`config.mk`:
```
export PLATFORM = sky130hd
export DESIGN_NAME = free_count_snapshot
export DESIGN_NICKNAME = d
export VERILOG_FILES = /design/src/rtl/free_count_snapshot.sv
export SDC_FILE = /design/constraint.sdc
export NUM_CORES = 1
export LEC_CHECK = 0
export BUFFER_PORTS_ARGS = -buffer_cell sky130_fd_sc_hd__buf_2
export CAP_MARGIN = 20
export CORE_MARGIN = 10
export CORE_UTILIZATION = 46
export CTS_BUF_LIST = sky130_fd_sc_hd__clkbuf_2 sky130_fd_sc_hd__clkbuf_4 sky130_fd_sc_hd__clkbuf_8
export CTS_CLUSTER_DIAMETER = 40
export DETAILED_ROUTE_END_ITERATION = 7
export PLACE_DENSITY = 0.64
export SLEW_MARGIN = 20
export SYNTH_ARGS = -nofsm -noshare
export SYNTH_HDL_FRONTEND = slang
export SYNTH_SLANG_ARGS = --single-unit
```
`constraint.sdc`:
```
create_clock -name clk -period 2.78 [get_ports clk]
set_input_delay 0.139 -clock clk [delete_from_list [all_inputs] [get_ports clk]]
set_output_delay 0.139 -clock clk [all_outputs]
set_load 0.02 [all_outputs]
```
`src/rtl/free_count_snapshot.sv`:
```
module free_count_snapshot #(
  parameter int unsigned ADDR_W = 8,
  parameter logic [63:0] RESET_COUNT = 64'd0,
  parameter logic [ADDR_W-1:0] LO_OFS = 8'hA0,
  parameter logic [ADDR_W-1:0] HI_OFS = 8'hA4,
  parameter logic [ADDR_W-1:0] CTL_OFS = 8'hA8,
  parameter int unsigned CLR_BIT = 0,
  parameter int unsigned LAT_BIT = 1
) (
  input  logic              clk,
  input  logic              rst_n,
  input  logic              tick,
  input  logic              bus_we,
  input  logic [ADDR_W-1:0] bus_addr,
  input  logic [31:0]       bus_wdata,
  output logic [31:0]       bus_rdata
);
  localparam logic [31:0] REQ_MASK = (32'd1 << CLR_BIT) | (32'd1 << LAT_BIT);

  logic [63:0] cnt;
  logic [31:0] snap_lo, snap_hi, ctl;

  wire wr_lo  = bus_we && (bus_addr == LO_OFS);
  wire wr_hi  = bus_we && (bus_addr == HI_OFS);
  wire wr_ctl = bus_we && (bus_addr == CTL_OFS);
  wire req_lat = wr_ctl && bus_wdata[LAT_BIT];
  wire req_clr = wr_ctl && bus_wdata[CLR_BIT];

  always_ff @(posedge clk) begin
    if (!rst_n) begin
      cnt     <= RESET_COUNT;
      snap_lo <= '0;
      snap_hi <= '0;
      ctl     <= '0;
    end else begin
      if (tick) cnt <= cnt + 64'd1;
      if (wr_lo) snap_lo <= bus_wdata;
      if (wr_hi) snap_hi <= bus_wdata;
      if (wr_ctl) ctl <= bus_wdata & ~REQ_MASK;
      if (req_lat) {snap_hi, snap_lo} <= cnt;
      if (req_clr) begin
        snap_lo <= '0;
        snap_hi <= '0;
      end
    end
  end

  always_comb begin
    if (bus_addr == LO_OFS)       bus_rdata = snap_lo;
    else if (bus_addr == HI_OFS)  bus_rdata = snap_hi;
    else if (bus_addr == CTL_OFS) bus_rdata = ctl;
    else                          bus_rdata = '0;
  end

  p_latch_copy_r3: assert property (@(posedge clk) disable iff (!rst_n)
    (req_lat && !req_clr) |=> ({snap_hi, snap_lo} == $past(cnt)));

  p_clear_zero_r4: assert property (@(posedge clk) disable iff (!rst_n)
    req_clr |=> (snap_lo == 32'd0 && snap_hi == 32'd0));

  p_req_not_kept_r6: assert property (@(posedge clk) disable iff (!rst_n)
    wr_ctl |=> (ctl[LAT_BIT] == 1'b0 && ctl[CLR_BIT] == 1'b0));

  p_count_step_r7: assert property (@(posedge clk) disable iff (!rst_n)
    tick |=> (cnt == $past(cnt) + 64'd1));

  p_count_hold_r8: assert property (@(posedge clk) disable iff (!rst_n)
    !tick |=> $stable(cnt));
endmodule

```
==> flow_metrics.tcl <==
set metrics [dict create \
    hold_ws_ns 0.0311 \
    drive_above_1_share_pct 15.5 \
    synth_ff_type "dfxtp_1" \
    final_nets 1065 \
    peakVddDrop_mv 0.361 \
    viasPerCell 5.93 \
    synthCells 926 \
    path_max_fanout 8 \
    setup_viol 0 \
    synth_top_family_by_area "simple AND/OR/NAND/NOR gates" \
    grt_max_degree 50 \
    crit_path_end_kind "flop" \
    synth_simple_gate_area_share_pct 24.5 \
    p_per_area_nw_per_um2 497 \
    core_area_um2 15800 \
    detail_route.iter0.violations 657 \
    gp_congestion 0.884 \
    yosys.area_share.adder_pct 0.169 \
    worst_slew_pin_slew_ns 0.687 \
    hold_start "tick" \
    wl_um 23600 \
    first_pass_iters 8 \
    synth_area_um2 7410 \
    max_clock_freq_mhz 414 \
    clock_latency_ns 0.46 \
    avgSynthCellArea_um2 8.00 \
    status "finished, final reports clean" \
    stdcell_area_um2 8920 \
    placed_cell_area_um2 8160 \
    finalMaxSlewViolations 0 \
    r2r-start "cnt[3]$_SDFFE_PN0P_" \
    clockRootBuffer "clkbuf_8" \
    num_antenna_cells 0 \
    required_ns 3.18 \
    synth_edf_count 0 \
    grt_overflow_total 0 \
    num_vias 7406 \
    use_met3_pct 4.36 \
    yosysWarnings 0 \
    fillers 1536 \
    initial_core_util_pct 46.8 \
    slowest_delay_ns 0.64 \
    critPathLaunch "cnt[3]$_SDFFE_PN0P_" \
    synth_nets 971 \
    fin_worst_skew_ns 0.0115 \
    synth_compound_area_share_pct 19.8 \
    synth_xor_xnor_area_share_pct 4.26 \
    cp_cell_sequence "nand4_2 -> or4_1 -> or4_4 -> or3_1 -> a21oi_1" \
    cts.path.max_buffers 2 \
    antenna_found_initial 0 \
    area_growth_pct 20.4 \
    path_clk_slew_ns 0.09 \
    grt_busiest_layer "met2" \
    met2_usage_pct 34.6 \
    cts_tree "yes" \
    fin_tns_setup_ns 0 \
    dp.final_hpwl_um 15500 \
    htree_levels 4 \
    rsz0062_at_grt "no" \
    worst_slack_ns 0.366 \
    die-area_um2 21600 \
    seq_area_frac_synth_pct 42.7 \
    die_h_um 147 \
    synth_cell_type_count 46 \
    fin_crit_sh_pct 86.8 \
    routedWlPerCell_um 18.9 \
    grt_pass1_wl_um 37900 \
    p_leak_nw 3.12 \
    crit_path_start_kind "flop" \
    cap_viol_max_count 0 \
    drc 0 \
    synthArstFlopShare_pct 0 \
    grt_usage_pct 21.4 \
    worst_path_max_delay_cell "or4_1" \
    io_buffers 75 \
    min_path_type "in2reg" \
    drtAntennaViolNets 0 \
    numClockSinks 158 \
    die_w_um 147 \
    crit_arrival_ns 2.81 \
    cts_resized 0 \
    rows 46 \
    place_ws_ns 0.391 \
    yosys_register_bits 158 \
    timing.final.crit_period_ns 2.41 \
    timing.slew.headroom_pct 54.1 \
    path_class "reg2reg" \
    cts_made_buffers 17 \
    grtUsageMet1_pct 27.8 \
    synth_mux_area_share_pct 4.46 \
    grt_pass1_vias 7149 \
    hold_viol_final 0 \
    pin_count 76 \
]
[metrics by stage]
stage	cells	util, %	power [mW]
2_1_floorplan	926	-	2.45
3_3_place_gp	1185	51.6	2.55
3_5_place_dp	1185	51.6	2.55
4_1_cts	1249	56.4	4.46
5_1_grt	1249	56.4	4.57
6_report	1249	56.4	4.44
[flip-flops by register name (all words and copies together), names as in the netlist]
signal	flops
cnt	64
snap_hi	32
snap_lo	32
ctl	30
[critical path, delay by kind of cell, from the launching register on]
family | cells | cell delay (ns)
simple gates | 4 | 1.77
flops | 1 | 0.45
compound gates | 1 | 0.14
[synthesized netlist by cell type (all sizes together) (11+ instances only)]
cell    count  area share (%)
nand2      66             3.3
mux2i      33             4.5
nor2      141             7.1
o22ai      31             2.6
nor3       14            0.95
nand4      29             2.7
o21ai      45             3.0
or3        14             1.2
a21oi     119             8.0
o31ai      11             1.1
dfxtp     158              43
xnor2      19             2.2
or4        16             1.7
xor2       17             2.0
clkbuf     64             3.2
nor4       15             1.4
a222oi     30             4.1
nand3      52             3.5
[cells by family after synthesis]
group	count (synthesis)
flip-flops	158
AO/OA/AOI/OAI	245
adder cells (fa/ha/maj)	1
AND/OR/NAND/NOR	373
XOR/XNOR	36
multiplexers	33
buffers and inverters	80
[placed cells by master (no fill, tap or decap), drive strengths merged, types with 30 or more instances in the layout]
master / n
dfxtp: 158
nand2: 66
dlygate4sd3: 32
a21oi: 119
nor2: 141
buf: 113
mux2i: 33
nand3: 52
o22ai: 31
a222oi: 30
o21ai: 45
[path summary, 6_finish.rpt]
kind | to | slack, ns | depth (start not counted)
setup / recovery | cnt[51]$_SDFFE_PN0P_ | 0.37 | 5
hold / removal | cnt[0]$_SDFFE_PN0P_ | 0.03 | 3
setup reg to reg | cnt[51]$_SDFFE_PN0P_ | 0.37 | 5
hold reg to reg | ctl[8]$_SDFFE_PN0P_ | 0.46 | 2
[final cells by class]
class | count | area [um2] | area share, %
tap | 216 | 270 | 3.03
clock buffer | 19 | 255 | 2.86
sequential | 158 | 3160 | 35.5
timing repair buffer | 145 | 1030 | 11.6
clock inverter | 13 | 186 | 2.09
multi-input combinational | 688 | 3980 | 44.6
inverter | 10 | 37.5 | 0.421
[routing by layer]
layer	part of all wire, %	vias to the layer above
met5	0	-
met4	2.1	0
met3	6.6	29
met2	46	239
met1	45	3559
li1	-	3579
[power by group]
part           internal [mW]  total [mW]  switching [mW]  leakage [nW]
combinational          0.103       0.268           0.165          1.64
sequential              2.27        2.27         0.00527          1.27
clock                   1.01        1.90           0.884         0.212
[timing repair]
item	4_1_cts	5_1_grt
buffers inserted	0	0
endpoints found under the hold margin	62	0
hold buffers	32	0
Note: power is estimated with default switching activity, not from simulation.
